### src/rtl/dtu_pkg.sv
package dtu_pkg;
  localparam int CTL_W = 5;

  typedef struct packed {
    logic split;    // bit 4: 0 reload mode, 1 split mode
    logic gate;     // bit 3: gate pin qualifies low byte
    logic src_ext;  // bit 2: 0 tick, 1 external pin falls
    logic run_b;    // bit 1: high byte run in split mode
    logic run_a;    // bit 0: low byte run
  } dtu_ctl_t;
endpackage

### src/rtl/dtu_sync.sv
module dtu_sync #(
  parameter int   STAGES  = 2,
  parameter logic RST_VAL = 1'b1
) (
  input  logic clk_i,
  input  logic rst_ni,
  input  logic d_i,
  output logic q_o
);
  logic [STAGES-1:0] chain_q;
  logic [STAGES-1:0] chain_d;

  always_comb begin
    chain_d[0] = d_i;
    for (int i = 1; i < STAGES; i++) chain_d[i] = chain_q[i-1];
  end

  always_ff @(posedge clk_i or negedge rst_ni) begin
    if (!rst_ni) chain_q <= {STAGES{RST_VAL}};
    else         chain_q <= chain_d;
  end

  assign q_o = chain_q[STAGES-1];
endmodule

### src/rtl/dtu_fall_event.sv
module dtu_fall_event #(
  parameter int STAGES = 2
) (
  input  logic clk_i,
  input  logic rst_ni,
  input  logic pin_i,
  input  logic tick_i,
  output logic evt_o
);
  logic pin_s;
  logic seen_q, seen_d;

  dtu_sync #(.STAGES(STAGES), .RST_VAL(1'b1)) u_sync (
    .clk_i (clk_i),
    .rst_ni(rst_ni),
    .d_i   (pin_i),
    .q_o   (pin_s)
  );

  // level last seen at a tick; a fall counts once per tick
  always_comb begin
    seen_d = seen_q;
    if (tick_i) seen_d = pin_s;
  end

  always_ff @(posedge clk_i or negedge rst_ni) begin
    if (!rst_ni) seen_q <= 1'b1;
    else         seen_q <= seen_d;
  end

  assign evt_o = tick_i & seen_q & ~pin_s;
endmodule

### src/rtl/dtu_count_byte.sv
module dtu_count_byte #(
  parameter int W = 8
) (
  input  logic         clk_i,
  input  logic         rst_ni,
  input  logic         we_i,
  input  logic [W-1:0] wdata_i,
  input  logic         inc_i,
  input  logic         reload_en_i,
  input  logic [W-1:0] reload_val_i,
  output logic [W-1:0] q_o,
  output logic         wrap_o
);
  localparam logic [W-1:0] MAXV = {W{1'b1}};

  logic [W-1:0] cnt_q, cnt_d;
  logic         at_max;

  assign at_max = (cnt_q == MAXV);
  assign wrap_o = inc_i & at_max & ~we_i;

  always_comb begin
    cnt_d = cnt_q;
    if (we_i)                     cnt_d = wdata_i;
    else if (wrap_o && reload_en_i) cnt_d = reload_val_i;
    else if (inc_i)               cnt_d = cnt_q + 1'b1;
  end

  always_ff @(posedge clk_i or negedge rst_ni) begin
    if (!rst_ni) cnt_q <= '0;
    else         cnt_q <= cnt_d;
  end

  assign q_o = cnt_q;
endmodule

### src/rtl/dtu_flag.sv
module dtu_flag (
  input  logic clk_i,
  input  logic rst_ni,
  input  logic we_i,
  input  logic wdata_i,
  input  logic set_i,
  input  logic clr_i,
  output logic q_o
);
  logic flag_q, flag_d;

  always_comb begin
    flag_d = flag_q;
    if (we_i)       flag_d = wdata_i;
    else if (set_i) flag_d = 1'b1;
    else if (clr_i) flag_d = 1'b0;
  end

  always_ff @(posedge clk_i or negedge rst_ni) begin
    if (!rst_ni) flag_q <= 1'b0;
    else         flag_q <= flag_d;
  end

  assign q_o = flag_q;
endmodule

### src/rtl/dual_timer_unit.sv
module dual_timer_unit
  import dtu_pkg::*;
#(
  parameter int W           = 8,
  parameter int SYNC_STAGES = 2
) (
  input  logic             clk_i,
  input  logic             rst_ni,
  input  logic             tick_i,
  input  logic             cnt_pin_i,
  input  logic             gate_ni,
  input  logic             ctl_we_i,
  input  logic [CTL_W-1:0] ctl_wdata_i,
  input  logic             lo_we_i,
  input  logic             hi_we_i,
  input  logic [W-1:0]     wdata_i,
  input  logic             flag_a_we_i,
  input  logic             flag_a_wdata_i,
  input  logic             flag_b_we_i,
  input  logic             flag_b_wdata_i,
  input  logic             ack_a_i,
  input  logic             ack_b_i,
  output logic [W-1:0]     lo_o,
  output logic [W-1:0]     hi_o,
  output logic             flag_a_o,
  output logic             flag_b_o
);
  // reset: asserted asynchronously, released on the clock
  logic [1:0] rst_sync_q;
  logic       rst_n;

  always_ff @(posedge clk_i or negedge rst_ni) begin
    if (!rst_ni) rst_sync_q <= 2'b00;
    else         rst_sync_q <= {rst_sync_q[0], 1'b1};
  end
  assign rst_n = rst_sync_q[1];

  // control register
  dtu_ctl_t ctl_q, ctl_d;

  always_comb begin
    ctl_d = ctl_q;
    if (ctl_we_i) ctl_d = dtu_ctl_t'(ctl_wdata_i);
  end

  always_ff @(posedge clk_i or negedge rst_n) begin
    if (!rst_n) ctl_q <= '0;
    else        ctl_q <= ctl_d;
  end

  // pin conditioning
  logic pin_evt;
  logic gate_s;

  dtu_fall_event #(.STAGES(SYNC_STAGES)) u_pin (
    .clk_i (clk_i),
    .rst_ni(rst_n),
    .pin_i (cnt_pin_i),
    .tick_i(tick_i),
    .evt_o (pin_evt)
  );

  dtu_sync #(.STAGES(SYNC_STAGES), .RST_VAL(1'b1)) u_gate (
    .clk_i (clk_i),
    .rst_ni(rst_n),
    .d_i   (gate_ni),
    .q_o   (gate_s)
  );

  // count enables
  logic mode_split;
  logic gate_ok;
  logic lo_src;
  logic inc_lo;
  logic inc_hi;
  logic lo_wrap;
  logic hi_wrap;

  assign mode_split = ctl_q.split;
  assign gate_ok    = ~ctl_q.gate | ~gate_s;
  assign lo_src     = ctl_q.src_ext ? pin_evt : tick_i;
  assign inc_lo     = ctl_q.run_a & gate_ok & lo_src;
  assign inc_hi     = mode_split & ctl_q.run_b & tick_i;

  logic [W-1:0] lo_q;
  logic [W-1:0] hi_q;

  dtu_count_byte #(.W(W)) u_lo (
    .clk_i       (clk_i),
    .rst_ni      (rst_n),
    .we_i        (lo_we_i),
    .wdata_i     (wdata_i),
    .inc_i       (inc_lo),
    .reload_en_i (~mode_split),
    .reload_val_i(hi_q),
    .q_o         (lo_q),
    .wrap_o      (lo_wrap)
  );

  dtu_count_byte #(.W(W)) u_hi (
    .clk_i       (clk_i),
    .rst_ni      (rst_n),
    .we_i        (hi_we_i),
    .wdata_i     (wdata_i),
    .inc_i       (inc_hi),
    .reload_en_i (1'b0),
    .reload_val_i('0),
    .q_o         (hi_q),
    .wrap_o      (hi_wrap)
  );

  dtu_flag u_flag_a (
    .clk_i  (clk_i),
    .rst_ni (rst_n),
    .we_i   (flag_a_we_i),
    .wdata_i(flag_a_wdata_i),
    .set_i  (lo_wrap),
    .clr_i  (ack_a_i),
    .q_o    (flag_a_o)
  );

  dtu_flag u_flag_b (
    .clk_i  (clk_i),
    .rst_ni (rst_n),
    .we_i   (flag_b_we_i),
    .wdata_i(flag_b_wdata_i),
    .set_i  (hi_wrap),
    .clr_i  (ack_b_i),
    .q_o    (flag_b_o)
  );

  assign lo_o = lo_q;
  assign hi_o = hi_q;
endmodule

### config.mk
export PLATFORM = sky130hd
export DESIGN_NAME = dual_timer_unit
export DESIGN_NICKNAME = d
export VERILOG_FILES = /design/src/rtl/dtu_pkg.sv /design/src/rtl/dtu_sync.sv /design/src/rtl/dtu_fall_event.sv /design/src/rtl/dtu_count_byte.sv /design/src/rtl/dtu_flag.sv /design/src/rtl/dual_timer_unit.sv
export SDC_FILE = /design/constraint.sdc
export NUM_CORES = 1
export LEC_CHECK = 0
export ABC_AREA = 1
export ABC_CLOCK_PERIOD_IN_PS = 1200
export BUFFER_PORTS_ARGS = -buffer_cell sky130_fd_sc_hd__buf_4
export CORE_MARGIN = 2
export CORE_UTILIZATION = 35
export DETAILED_ROUTE_END_ITERATION = 6
export GPL_TIMING_DRIVEN = 0
export PLACE_DENSITY = 0.58
export SLEW_MARGIN = 20
export SYNTH_ARGS = -nofsm -noshare
export SYNTH_HDL_FRONTEND = slang
export SYNTH_SLANG_ARGS = --single-unit
### constraint.sdc
create_clock -name clk_i -period 1.2 [get_ports clk_i]
set_clock_uncertainty 0.1 [all_clocks]
set_input_delay 0.12 -clock clk_i [delete_from_list [all_inputs] [get_ports clk_i]]
set_output_delay 0.12 -clock clk_i [all_outputs]
set_load 0.01 [all_outputs]
# ---- Word-level counts from Yosys, hierarchy flattened
# Index checks and enable logic that the tools add are counted.
dict set report totals {
  ff_bits 30
  latch_bits 0
  mem_bits_rw 0
  rom_bits 0
  inputBits 27
  out_inout_bits 18
  word_cells 51
  n_memories 0
}
dict set report classes {
  n_addsub 2
  n_mul 0
  div_mod_pow 0
  n_lt_le_gt_ge 0
  eq_ne 2
  n_shift 0
  mux 12
  n_bitwise 17
  reduce_logical 5
}
# cell count
set op_table {}
lappend op_table {{two-way mux 8 bit} 5}
lappend op_table {{adder 8 x 1 -> 8 bit (second input constant)} 2}
lappend op_table {{== test 8 bit (second input constant)} 2}
lappend op_table {{bitwise AND 1 bit} 10}
lappend op_table {{nonzero test 3 bit} 3}
lappend op_table {{two-way mux 1 bit} 7}
lappend op_table {{inverter 1 bit} 6}
lappend op_table {{nonzero test 2 bit} 1}
lappend op_table {{logical AND 1 bit} 1}
lappend op_table {{OR 1 bit} 1}

# ---- Depth between registers and ports, before layout
# Gate-level depths: netlist of run 1.
dict set report depth {
  depth_word 9
  mapped_depth 10
  mapped_depth_nobuf 10
}

# ---- By module
# Synthesis of run 1 repeated with hierarchy kept, for this count alone.
dict set report hier_totals {
  cells_unflattened 251
  hier_area_um2 1915.6
}
# mod instances cells_each area_per_inst_um2 seq_area_each_um2
set by_module_without_submodules {}
lappend by_module_without_submodules {dtu_count_byte 2 96 678.2 200.2}
lappend by_module_without_submodules {dual_timer_unit 1 34 295.3 175.2}
lappend by_module_without_submodules {dtu_flag 2 7 55.1 25.0}
lappend by_module_without_submodules {dtu_sync 2 2 52.6 52.6}
lappend by_module_without_submodules {dtu_fall_event 1 7 48.8 26.3}

# ---- Worst setup path before layout of run 1
# OpenSTA, ideal clock, no wires.
dict set report synth_path {
  path_kind {flip-flop to flip-flop}
  start {register u_lo.cnt_q[0] (netlist: u_lo.q_o[0])}
  end {register u_lo.cnt_q[5] (netlist: u_lo.q_o[5])}
  setup_time_ns 0.116
  t_arrival_ns 1.337
  t_required_ns 0.984
  setup_slack_ns -0.353
  path_stages_with_launch 11
  n_path_buf 0
  period_less_slack_ns 1.553
  path_cell_list {dfrtp_1 -> ha_1 -> nand2_2 -> nor2_4 -> nand2_4 -> nor2_8 -> nand2_4 -> nand2_1 -> nand3_1 -> nand2_1 -> nand2_1}
}
dict set report synth_via {
  elab_chain_cells 6
  elab_cells_between_ends 9
  classes_between {add/sub: 1; eq/ne: 1; mux: 3; bitwise: 2; reduce/logical: 2}
}
# element line
set synth_rtl {}
lappend synth_rtl {{start: declaration} dtu_count_byte.sv:16} ;# logic [W-1:0] cnt_q, cnt_d;
lappend synth_rtl {{start signal: assignment} dtu_count_byte.sv:31} ;# else cnt_q <= cnt_d;
lappend synth_rtl {{branches (longest 6 deep; another with adder 8 x 1 -> 8 bit)} --}
# Parallel ways; which one is timed is not known. The select of a mux whose other input is x is not followed.
# A chain may end at the register's enable or synchronous reset.

# ---- Worst setup path after layout of run 1
dict set report layout_path {
  start {register u_lo.cnt_q[1] (netlist: u_lo.q_o[1])}
  end {register u_lo.cnt_q[1] (netlist: u_lo.q_o[1])}
}
# Same word-level chain as after synthesis.

==> impl_results.md, run 1 <==
- Status: complete, but fails checks
- Failing checks: negative hold slack, negative setup slack
- Worst Path Arrival: 1.66 ns
- Sw Pwr: 1038 µW
- Reg2reg setup slack: -0.34 ns
- Area share of the largest cell type after synthesis: 36.68%
- CTS Buffer Depth: 2
- Netlist Area Pre-Place: 0.001705 mm²
- Setup Slack @ Placement: -0.4394 ns
- Share of layout cells above drive strength 1: 49.83%
- Reg area: 765.7 µm²
- Comb pwr share: 31.3%
- Hold depth: 3
- Peak Freq: 648.8 MHz
- Crit. End Element: flip-flop
- Clock sink count: 30
- Pwr Density: 1119 mW/mm²
- Starting Density: 36.11%
- Clock root buffer: clkbuf_8
- Area of the core: 0.004723 mm²
- Hold Slack: -0.0007399 ns
- Fillers: 420
- First-pass GRT wire length: 7645 µm
- Peak supply drop: 0.0007185 V
- Internal power: 2126 µW
- Finished Layout Cells: 364
- Synthesis warning total: 0
- Worst reg2reg path depth: 10
- Slew Limit Fails: 0
- Ranking of synthesized cells by area: dfrtp_1 (37%), nand2_1 (13%), dfstp_2 (7.7%), nand3_1 (7.3%), nor2_1 (6.8%)
- CTS clk-pin slew, worst paths: 0.07 ns
- Post-route ant nets: 0
- RSZ-0062 raised after global routing: yes
- Syn Nets: 237
- Setup Viol. Count Final: 16
- Period Utilization, post-route: 128.4%
- IO Pins: 45
- Vias: 1681
- Synth top cells by count: nand2_1 (57), nor2_1 (31), dfrtp_1 (25), nand3_1 (25), inv_1 (13)
- Routability cong.: 0.8308
- Dpl cells: 318
- Multi-input gate area: 0.001077 mm²
- Worst Setup Start Kind: flip-flop
- Post-synth EDFFs: 0
- Synth Instances: 208
- Total wire length: 4749 µm
- Gr usage total: 18.48%
- WP data required: 1.32 ns
- Die area: 0.005447 mm²
- Die width: 73.81 µm
- CTS buffer count: 5
- Antenna violations before repair: 0
- Worst R2R End: u_lo.q_o[1]$_DFFE_PN0P_
- Clock network latency to the later pin of the worst-skew pair: 0.28 ns
- Max Cap Viol: 0
- DR iter-0 viols: 89
- Vias in the first global route: 1687
- Worst-Margin Slew: 0.6307 ns
- Die Span Y: 73.81 µm
- Worst Hold Path EP: u_flag_b.q_o$_DFFE_PN0P_
- Critical path peak fanout: 7
- Remaining DRCs: 0
- Async set or reset register ratio after synthesis: 100.0%
- Rel. slew slack: 57.95%
- Largest net degree at the start of global routing: 29
- Dpl cell area: 0.002127 mm²
- H-tree Lvls: 2
- GR Overflow Total: 0
- Power share of the clock group: 27.2%
- Area growth from synthesis to layout: 65.88%
- DRT Pass-1 Iters: 4
- Area leader, netlist: dfrtp_1
- DP HPWL: 2982 µm
- CTS tree: built
- Final setup margin: -0.3412 ns
- Synth cell types: 29
- Layout Utilization: 59.89%
- Cell with the most instances after synthesis: nand2_1
- Hold Crit Class: in2reg
- Switching portion of total power: 32.81%
- Post-synth top flop: dfrtp_1
- Critical path type: reg2reg
- Final Hold Viols: 1
- Seq cells post-synth: 30
- P_leak: 0.001312 µW
- Seq pwr share: 41.5%
- Hold Crit Start: flag_b_wdata_i
- Vias per cell: 4.618
- R2r startpoint: u_lo.q_o[1]$_DFFE_PN0P_
- Design area: 0.002829 mm²
- Drt wl/cell: 13.05 µm
- ANT cells: 0
- Nets@finish: 325
- IO Port Bufs: 43
- Fin Setup TNS: -3.219 ns
- Period minus WS final: 1.541 ns
- Num rows: 25
- Seq/Total Area, Yosys: 44.39%
- Synth Area per Inst: 8.199 µm²
## metrics by stage
| stage | hold slack, ns | total power (µW) |
|---|---|---|
| 4_1_cts | 0.0001248 | 3004 |
| 3_5_place_dp | -0.1969 | 1993 |
| 5_1_grt | 0.02894 | 3353 |
| 3_3_place_gp | -0.1962 | 1989 |
| 6_report | -0.0007399 | 3164 |
| 2_1_floorplan | -0.2756 | 1686 |
## state kept, by name (all words and copies together), names as in the netlist
| name | count |
|---|---|
| u_hi.q_o | 8 |
| u_gate.chain_q | 2 |
| u_pin.u_sync.chain_q | 2 |
| u_flag_a.q_o | 1 |
| u_lo.q_o | 8 |
| ctl_q | 4 |
| u_flag_b.q_o | 1 |
| u_pin.seen_q | 1 |
| rst_sync_q | 2 |
| mode_split | 1 |
## power by group through the flow
stage	sequential (µW)	clock [µW]	combinational, µW
after floorplan	1320	0	367
after global placement	1320	0	670
after detailed placement	1320	0	672
after CTS	1290	881	828
after global routing	1340	921	1100
final	1310	859	991
## layout make-up
cell class | count | area share, %
Multi-Input combinational cell | 157 | 38.08
Inverter | 16 | 2.123
Sequential cell | 30 | 27.07
Tap cell | 67 | 2.963
Clock inverter | 2 | 0.4423
Timing Repair Buffer | 81 | 24.37
Clock buffer | 6 | 2.919
Buffer | 5 | 2.035
## layout by cell type (no fill, tap or decap), drive strengths merged, types with 2 or more instances in the layout
master	count
o211ai	3
nand3	26
nand2	62
xnor2	5
dfstp	5
o21ai	2
dlygate4sd3	17
clkbuf	9
a21oi	5
mux2	4
nand4	2
nor2	36
xor2	5
dfrtp	25
ha	2
inv	16
buf	66
## cell families after synthesis
family	share of synthesized area, %
AOI/OAI and AO/OA	5.283
xor gates and xnor gates	5.135
adders and majority gates	1.467
buffers and inverters	6.896
DFF	44.39
muxes	2.641
other	0.2199
and+or+nand+nor	33.97
## metal layers
layer | GRT usage (%) | vias to the layer above | routed length, µm
met2 | 30.36 | 33 | 2435
li1 | - | 841 | -
met3 | 3.978 | 4 | 141
met5 | 0 | - | 0
met4 | 7.071 | 0 | 71
met1 | 23.65 | 803 | 2101
## worst max-delay path by stage
| stage | to | cells past startpoint | slack, ns | start |
|---|---|---|---|---|
| floorplan | u_lo.q_o[0]$_DFFE_PN0P_ | 10 | -0.32 | u_lo.q_o[0]$_DFFE_PN0P_ |
| global placement | u_lo.q_o[1]$_DFFE_PN0P_ | 10 | -0.44 | u_lo.q_o[0]$_DFFE_PN0P_ |
| detailed placement | u_lo.q_o[0]$_DFFE_PN0P_ | 10 | -0.44 | u_lo.q_o[0]$_DFFE_PN0P_ |
| CTS | u_lo.q_o[1]$_DFFE_PN0P_ | 10 | -0.37 | u_lo.q_o[0]$_DFFE_PN0P_ |
| global route | u_lo.q_o[0]$_DFFE_PN0P_ | 10 | -0.41 | u_lo.q_o[0]$_DFFE_PN0P_ |
| finish | u_lo.q_o[1]$_DFFE_PN0P_ | 10 | -0.34 | u_lo.q_o[1]$_DFFE_PN0P_ |
## worst max-delay path: stages, from the launching register on
cell and delay [ns]:
dfrtp_1 0.38, ha_2 0.22, nand2_4 0.08, nor2_4 0.12
nand2_4 0.07, nor2_8 0.12, buf_12 0.14, nand3_2 0.07
nand3_2 0.07, nand2_2 0.05, nand2_1 0.06
## timing repair
action / in CTS / in global routing
hold buffers: 17 / 0
hold endpoints to repair: 16 / 0
pin swaps: 13 / 23
buffers inserted: 9 / 14
endpoints found under the setup margin: 14 / 23
gates resized for setup: 18 / 47
Power figures use the tool's default switching activity.
==> run 2, diff against run 1 <==
Settings changed: PLACE_DENSITY 0.58 to 0.57, SYNTH_HIERARCHICAL set to 1.
==> run 2 against run 1 <==
  * The flow finishes with violations (negative setup slack)
  * Critical endpoint is now u_lo/q_o[5]$_DFFE_PN0P_
  * Cell count up 16%
  * Via count up 17%
  * Sequential cell count unchanged
  * Clock power up 23%
==> impl_results.md, run 2 <==
- Reg area: 767.0 µm² (was 765.7 µm²)
- Area share of the largest cell type after synthesis: 32.66% (was 36.68%)
- Area of the core: 0.005205 mm² (was 0.004723 mm²)
- P_leak: 0.001498 µW (was 0.001312 µW)
- Clock network latency to the later pin of the worst-skew pair: 0.28 ns (about the same)
- Dpl cell area: 0.002397 mm² (was 0.002127 mm²)
- CP delay by family, top: simple AND/OR/NAND/NOR gates (unchanged)
- Post-synth top flop: dfrtp_1 (unchanged)
- Worst Path Arrival: 1.84 ns (was 1.66 ns)
- Setup Viol. Count Final: 22 (was 16)
- Commonest non-fill, non-tap cells in the layout: nand2_1 (69), buf_4 (48), inv_1 (32), dlygate4sd3_1 (23) (was buf_4 (56), nand2_1 (48), nor2_1 (25), nand3_2 (18), dfrtp_1 (18))
- Synth Instances: 251 (was 208)
- Clock sink count: 30 (unchanged)
- DR iter-0 viols: 113 (was 89)
- Failing checks: negative setup slack (was negative hold slack, negative setup slack)
- Die width: 77.98 µm (was 73.81 µm)
- Remaining DRCs: 0 (unchanged)
- Period minus WS final: 1.774 ns (was 1.541 ns)
- Area growth from synthesis to layout: 61.33% (was 65.88%)
- Pwr Density: 1047 mW/mm² (was 1119 mW/mm²)
- Starting Density: 36.80% (was 36.11%)
- Gr usage total: 19.08% (was 18.48%)
- Critical path type: reg2reg (unchanged)
- Dpl cells: 370 (was 318)
- Seq/Total Area, Yosys: 39.52% (was 44.39%)
- Largest family of logic cells by synthesized area: simple AND/OR/NAND/NOR gates (unchanged)
- Total wire length: 5326 µm (was 4749 µm)
- WP data required: 1.27 ns (was 1.32 ns)
- Adder-Cell Fraction of Synth Area: 1.306% (was 1.467%)
- Slowest cell on crit path: dfstp_2 (was dfrtp_1)
- GR Overflow Total: 0 (unchanged)
- CP max stage delay: 0.53 ns (was 0.38 ns)
- Die area: 0.006081 mm² (was 0.005447 mm²)
- First-pass GRT wire length: 9121 µm (was 7645 µm)
- Rel. slew slack: 57.16% (was 57.95%)
- Period Utilization, post-route: 147.8% (was 128.4%)
- Synthesis warning total: 6 (was 0)
- Final Hold Viols: 0 (was 1)
- Critical path peak fanout: 8 (was 7)
- Synth Area per Inst: 7.632 µm² (was 8.199 µm²)
- Crit. End Element: flip-flop (unchanged)
- Die Span Y: 77.98 µm (was 73.81 µm)
- Multi-input gate area: 0.001137 mm² (was 0.001077 mm²)
- Finished Layout Cells: 423 (was 364)
- Post-synth EDFFs: 0 (unchanged)
- Synth cell types: 25 (was 29)
- Worst Setup Start Kind: flip-flop (unchanged)
- Area leader, netlist: dfrtp_1 (unchanged)
- Vias: 1971 (was 1681)
- RSZ-0062 raised after global routing: yes (unchanged)
- DP HPWL: 3469 µm (was 2982 µm)
- Clock root buffer: clkbuf_8 (unchanged)
- Cell with the most instances after synthesis: nand2_1 (unchanged)
- Synth Area in XOR/XNOR: 2.743% (was 5.136%)
- Num rows: 26 (was 25)
- Worst-Margin Slew: 0.6426 ns (was 0.6307 ns)
- Peak Freq: 563.7 MHz (was 648.8 MHz)
- H-tree Lvls: 2 (unchanged)
- Post-synthesis compound-gate area fraction: 9.471% (was 5.282%)
- Drt wl/cell: 12.59 µm (was 13.05 µm)
- CTS Buffer Depth: 2 (unchanged)
- CTS tree: built (unchanged)
- Vias per cell: 4.660 (was 4.618)
- Async set or reset register ratio after synthesis: 100.0% (unchanged)
- CTS clk-pin slew, worst paths: 0.06 ns (was 0.07 ns)
- IO Pins: 45 (unchanged)
- CTS buffer count: 5 (unchanged)
- Most common cell after layout, fill and taps aside: nand2_1 (was buf_4)
- Fin Setup TNS: -5.046 ns (was -3.219 ns)
- Share of layout cells above drive strength 1: 39.38% (was 49.83%)
- Status: complete, but fails checks (unchanged)
- Nets@finish: 381 (was 325)
- Pwr Total: 3234 µW (was 3164 µW)
- Vias in the first global route: 1969 (was 1687)
- Ranking of synthesized cells by area: dfrtp_1 (33%), nand2_1 (14%), dfstp_2 (6.9%), inv_1 (6.7%), nand3_1 (6.3%) (was dfrtp_1 (37%), nand2_1 (13%), dfstp_2 (7.7%), nand3_1 (7.3%), nor2_1 (6.8%))
- Seq cells post-synth: 30 (unchanged)
- Post-synthesis mux area share: 0% (was 2.641%)
- Design area: 0.003090 mm² (was 0.002829 mm²)
- Largest net degree at the start of global routing: 29 (unchanged)
- Post-route ant nets: 0 (unchanged)
- Max Cap Viol: 0 (unchanged)
- Final setup margin: -0.5739 ns (was -0.3412 ns)
- Fillers: 496 (was 420)
- Hold Crit Class: in2reg (unchanged)
- Netlist Area Pre-Place: 0.001916 mm² (was 0.001705 mm²)
- Slew Limit Fails: 0 (unchanged)
- ANT cells: 0 (unchanged)
- Synth top cells by count: nand2_1 (72), inv_1 (34), dfrtp_1 (25) (was nand2_1 (57), nor2_1 (31), dfrtp_1 (25), nand3_1 (25), inv_1 (13))
- IO Port Bufs: 41 (was 43)
- Cell repeated most along the worst path: nand2_1
- Routability cong.: 0.8009 (was 0.8308)
- Peak supply drop: 0.0006672 V (was 0.0007185 V)
- Antenna violations before repair: 0 (unchanged)
- Critical path cell sequence: nand2_1, nor2_1, inv_1, nand2_1, nand2_1, nor2_2, nand2_2, nor2_4, buf_12, nand4_1, nand3_1, nand2_1 (was ha_2, nand2_4, nor2_4, nand2_4, nor2_8, buf_12, nand3_2, nand3_2, nand2_2, nand2_1)
- DRT Pass-1 Iters: 4 (unchanged)
- Worst path bufs/invs: 2 (was 1)
- Simple-gate portion of the synthesized area: 36.05% (was 33.97%)
[run 2: cell types whose count changed in the layout (fill, tap and decap cells not counted), sizes merged, moves of 5 or more]
cell	change
conb	+9
dlygate4sd3	+6
nor2	-20
a22oi	+15
inv	+25
nand2	+14
nand4	+16
nor3	+5
[run 2: timing repair]
action,4_1_cts,5_1_grt
setup endpoints to repair,18,25
pin swaps,29,19
resized for setup,31,12
cloned,0,0
hold endpoints to repair,24,1
hold buffers,22,1
setup buffers,20,3
[run 2: worst paths after layout]
check | start | end | slack, ns | depth (start not counted)
max | u_pin/seen_q$_DFFE_PN1P_ | u_lo/q_o[5]$_DFFE_PN0P_ | -0.57 | 12
min | wdata_i[4] | u_lo/q_o[4]$_DFFE_PN0P_ | 0.0003 | 3
max reg2reg | u_pin/seen_q$_DFFE_PN1P_ | u_lo/q_o[5]$_DFFE_PN0P_ | -0.57 | 12
min reg2reg | rst_sync_q[1]$_DFF_PN0_ | ctl_q[3]$_DFFE_PN0P_ | 0.20 | 0
max in group asynchronous | rst_sync_q[1]$_DFF_PN0_ | u_hi/q_o[3]$_DFFE_PN0P_ | 0.35 | 0
min in group asynchronous | rst_ni | rst_sync_q[0]$_DFF_PN0_ | 0.05 | 2
[run 2: final cells by class]
type,instances,share of cell area (%)
clock inverter,1,0.9717
timing repair buffer,86,24.86
multi-input combinational,182,36.80
sequential,30,24.82
clock buffer,7,2.794
buffer,5,1.417
tap,70,2.834
inverter,42,5.506
[run 2: worst reg2reg max path, delay by kind of cell, from the launching register on]
kind / cells / cell delay, ns
buffers and inverters: 2 / 0.17
and+or+nand+nor: 10 / 0.85
DFF: 1 / 0.53
[run 2: through the flow]
stage / hold slack, ns / util, % / setup slack, ns
global placement: -0.1974 / 46.03 / -0.6282
CTS: 0.001103 / 58.10 / -0.5823
floorplan: -0.2756 / - / -0.4497
global route: 0.008312 / 59.38 / -0.7156
detailed placement: -0.1937 / 46.06 / -0.6364
finish: 0.0003392 / 59.38 / -0.5739
[run 2: cell families after synthesis]
group / count (synthesis)
and+or+nand+nor: 139
buffers and inverters: 47
adders and majority gates: 2
DFF: 30
xor gates and xnor gates: 6
AOI/OAI and AO/OA: 25
other: 2
[run 2: per-layer routing]
metal / track usage (%) / vias up / share of wire (%)
li1: - / 1015 / -
met1: 25.28 / 921 / 46
met2: 31.81 / 30 / 49
met3: 3.488 / 5 / 3.1
met4: 5.614 / 0 / 1.3
met5: 0 / - / 0
[run 2: power by group]
part	internal [µW]	leakage, µW	switching (µW)
registers	1120	0.000346	153
logic	476	0.00109	421
clock network	676	0.0000585	387
==> run 3, diff against run 2 <==
Settings changed: CELL_PAD_IN_SITES_DETAIL_PLACEMENT set to 0, CELL_PAD_IN_SITES_GLOBAL_PLACEMENT set to 1, CORE_ASPECT_RATIO set to 1.75, PLACE_DENSITY 0.57 to 0.74.
==> run 3 against run 2 <==
  * The flow still finishes with violations (negative setup slack)
  * Register-to-register slack hardly changed
  * Sequential power about the same
  * Core utilization decreased by 0.73 points
  * Critical path type unchanged
  * Largest cell class unchanged
==> impl_results.md, run 3 (synthesis gave the netlist of run 2 again) <==
- Slew Limit Fails: 0 (unchanged)
- Worst R2R End: u_lo/q_o[5]$_DFFE_PN0P_ (unchanged)
- Routability cong.: 0.7925 (was 0.8009)
- Pwr Density: 989.1 mW/mm² (was 1047 mW/mm²)
- Max Cap Viol: 0 (unchanged)
- Nets@finish: 383 (was 381)
- DR iter-0 viols: 59 (was 113)
- Vias per cell: 4.839 (was 4.660)
- Clock network latency to the later pin of the worst-skew pair: 0.29 ns (was 0.28 ns)
- Crit. End Element: flip-flop (unchanged)
- Die width: 59.93 µm (was 77.98 µm)
- Die Span Y: 101.9 µm (was 77.98 µm)
- Total wire length: 5359 µm (was 5326 µm)
- Peak supply drop: 0.0004524 V (was 0.0006672 V)
- Commonest non-fill, non-tap cells in the layout: nand2_1 (65), buf_4 (53), inv_1 (32), dlygate4sd3_1 (23), nand3_1 (18) (was nand2_1 (69), buf_4 (48), inv_1 (32), dlygate4sd3_1 (23))
- RSZ-0062 raised after global routing: yes (unchanged)
- DP HPWL: 3718 µm (was 3469 µm)
- Period minus WS final: 1.762 ns (was 1.774 ns)
- Peak Freq: 567.5 MHz (was 563.7 MHz)
- Worst reg2reg path depth: 12 (unchanged)
- Largest net degree at the start of global routing: 29 (unchanged)
- Reg2reg setup slack: -0.56 ns (was -0.57 ns)
- ANT cells: 0 (unchanged)
- Design area: 0.003082 mm² (was 0.003090 mm²)
- CTS tree: built (unchanged)
- CTS clk-pin slew, worst paths: 0.07 ns (was 0.06 ns)
- Multi-input gate area: 0.001166 mm² (was 0.001137 mm²)
- First-pass GRT wire length: 9087 µm (was 9121 µm)
- Gr usage total: 19.49% (was 19.08%)
- Final setup margin: -0.5620 ns (was -0.5739 ns)
- Fillers: 510 (was 496)
- Failing checks: negative setup slack (unchanged)
- Drt wl/cell: 13.07 µm (was 12.59 µm)
- Vias in the first global route: 1987 (was 1969)
- Rel. slew slack: 58.28% (was 57.16%)
- IO Port Bufs: 41 (unchanged)
- Area of the core: 0.005255 mm² (was 0.005205 mm²)
- Dpl cell area: 0.002379 mm² (was 0.002397 mm²)
- WP data required: 1.28 ns (was 1.27 ns)
- Final Hold Viols: 0 (unchanged)
- Num rows: 35 (was 26)
- DRT Pass-1 Iters: 4 (unchanged)
- Worst Path Arrival: 1.84 ns (about the same)
- Worst Hold Path EP: u_flag_a/q_o$_DFFE_PN0P_ (was u_lo/q_o[4]$_DFFE_PN0P_)
- P_leak: 0.001500 µW (was 0.001498 µW)
- Post-route ant nets: 0 (unchanged)
- IO Pins: 45 (unchanged)
- Reg area: 767.0 µm² (unchanged)
- Die area: 0.006104 mm² (was 0.006081 mm²)
- GR Overflow Total: 0 (unchanged)
- Vias: 1984 (was 1971)
- Crit path from: u_pin/seen_q$_DFFE_PN1P_ (unchanged)
- Hold Crit Class: in2reg (unchanged)
- Period Utilization, post-route: 146.8% (was 147.8%)
- Hold Crit Start: flag_a_we_i (was wdata_i[4])
- Most common cell after layout, fill and taps aside: nand2_1 (unchanged)
- Remaining DRCs: 0 (unchanged)
- Critical path peak fanout: 8 (unchanged)
- Hold depth: 4 (was 3)
- Status: complete, but fails checks (unchanged)
- Critical path type: reg2reg (unchanged)
- Antenna violations before repair: 0 (unchanged)
- CTS buffer count: 5 (unchanged)
- Worst Setup Start Kind: flip-flop (unchanged)
- Setup Viol. Count Final: 20 (was 22)
- H-tree Lvls: 2 (unchanged)
- Clock root buffer: clkbuf_8 (unchanged)
- Share of layout cells above drive strength 1: 41.69% (was 39.38%)
- Area growth from synthesis to layout: 60.88% (was 61.33%)
- Worst-Margin Slew: 0.6235 ns (was 0.6426 ns)
- Pwr Total: 3048 µW (was 3234 µW)
- Starting Density: 36.45% (was 36.80%)
- Clock sink count: 30 (unchanged)
- R2r startpoint: u_pin/seen_q$_DFFE_PN1P_ (unchanged)
- CTS Buffer Depth: 2 (unchanged)
run 3: cell count changes in the layout (fill, tap and decap cells not counted), moves of 3 or more:
cell / previous run / this run
buf_6: 17 / 13
nand3_1: 15 / 18
nand2_1: 69 / 65
nand3_2: 8 / 5
a22oi_1: 14 / 9
buf_4: 48 / 53
a22oi_2: 2 / 7
run 3: what timing repair did:
action | 4_1_cts | 5_1_grt
resized for setup | 17 | 27
hold buffers | 23 | 0
endpoints found under the hold margin | 27 | 0
setup endpoints to repair | 18 | 21
pin swaps | 25 | 29
buffers inserted | 16 | 8
run 3: how the worst max path moves through the flow:
| stage | slack, ns | to |
|---|---|---|
| floorplan | -0.45 | u_lo/q_o[0]$_DFFE_PN0P_ |
| global placement | -0.68 | u_lo/q_o[4]$_DFFE_PN0P_ |
| detailed placement | -0.68 | u_lo/q_o[4]$_DFFE_PN0P_ |
| CTS | -0.57 | u_lo/q_o[7]$_DFFE_PN0P_ |
| global route | -0.69 | u_lo/q_o[3]$_DFFE_PN0P_ |
| finish | -0.56 | u_lo/q_o[5]$_DFFE_PN0P_ |
run 3: layout make-up:
class	count	area share [%]
flip-flops and latches	30	24.89
clock buffers	6	2.680
plain buffers	5	1.421
repair buffers	88	25.33
multi-input cells	182	37.84
well taps	55	2.233
inverters	42	5.197
clock inverters	2	0.4060
run 3: power breakdown:
part	switching (µW)	internal, µW
Sequential	161	1120
Combinational	426	489
Clock	392	460
Total	978	2070
run 3: metrics by stage:
| stage | util (%) | instances | TNS, ns | hold slack [ns] | setup WS (ns) |
|---|---|---|---|---|---|
| after floorplan | - | 259 | -3.875 | -0.2756 | -0.4497 |
| after global placement | 45.24 | 355 | -10.28 | -0.1975 | -0.6840 |
| after detailed placement | 45.26 | 355 | -6.825 | -0.1958 | -0.6774 |
| after CTS | 55.17 | 402 | -5.198 | 0.0002054 | -0.5721 |
| after global routing | 58.64 | 410 | -7.113 | 0.02069 | -0.6940 |
| final | 58.64 | 410 | -5.300 | 0.009610 | -0.5620 |
run 3: routing by layer:
| layer | global-route usage (%) | up-vias | share of wire, % |
|---|---|---|---|
| li1 | - | 1015 | - |
| met2 | 35.45 | 40 | 56 |
| met5 | 0 | - | 0 |
| met3 | 2.152 | 10 | 2.8 |
| met4 | 8.034 | 0 | 2.7 |
| met1 | 22.28 | 919 | 39 |
run 3: worst max-delay path, cell delays in order, from the launching register on:
cell	delay (ns)
dfstp_2	0.53
nand2_1	0.04
nor2_1	0.08
inv_1	0.04
nand2_1	0.05
nand2_1	0.06
nor2_2	0.11
nand2_2	0.10
nor2_4	0.15
buf_12	0.13
nand4_1	0.09
nand3_1	0.12
nand2_1	0.05
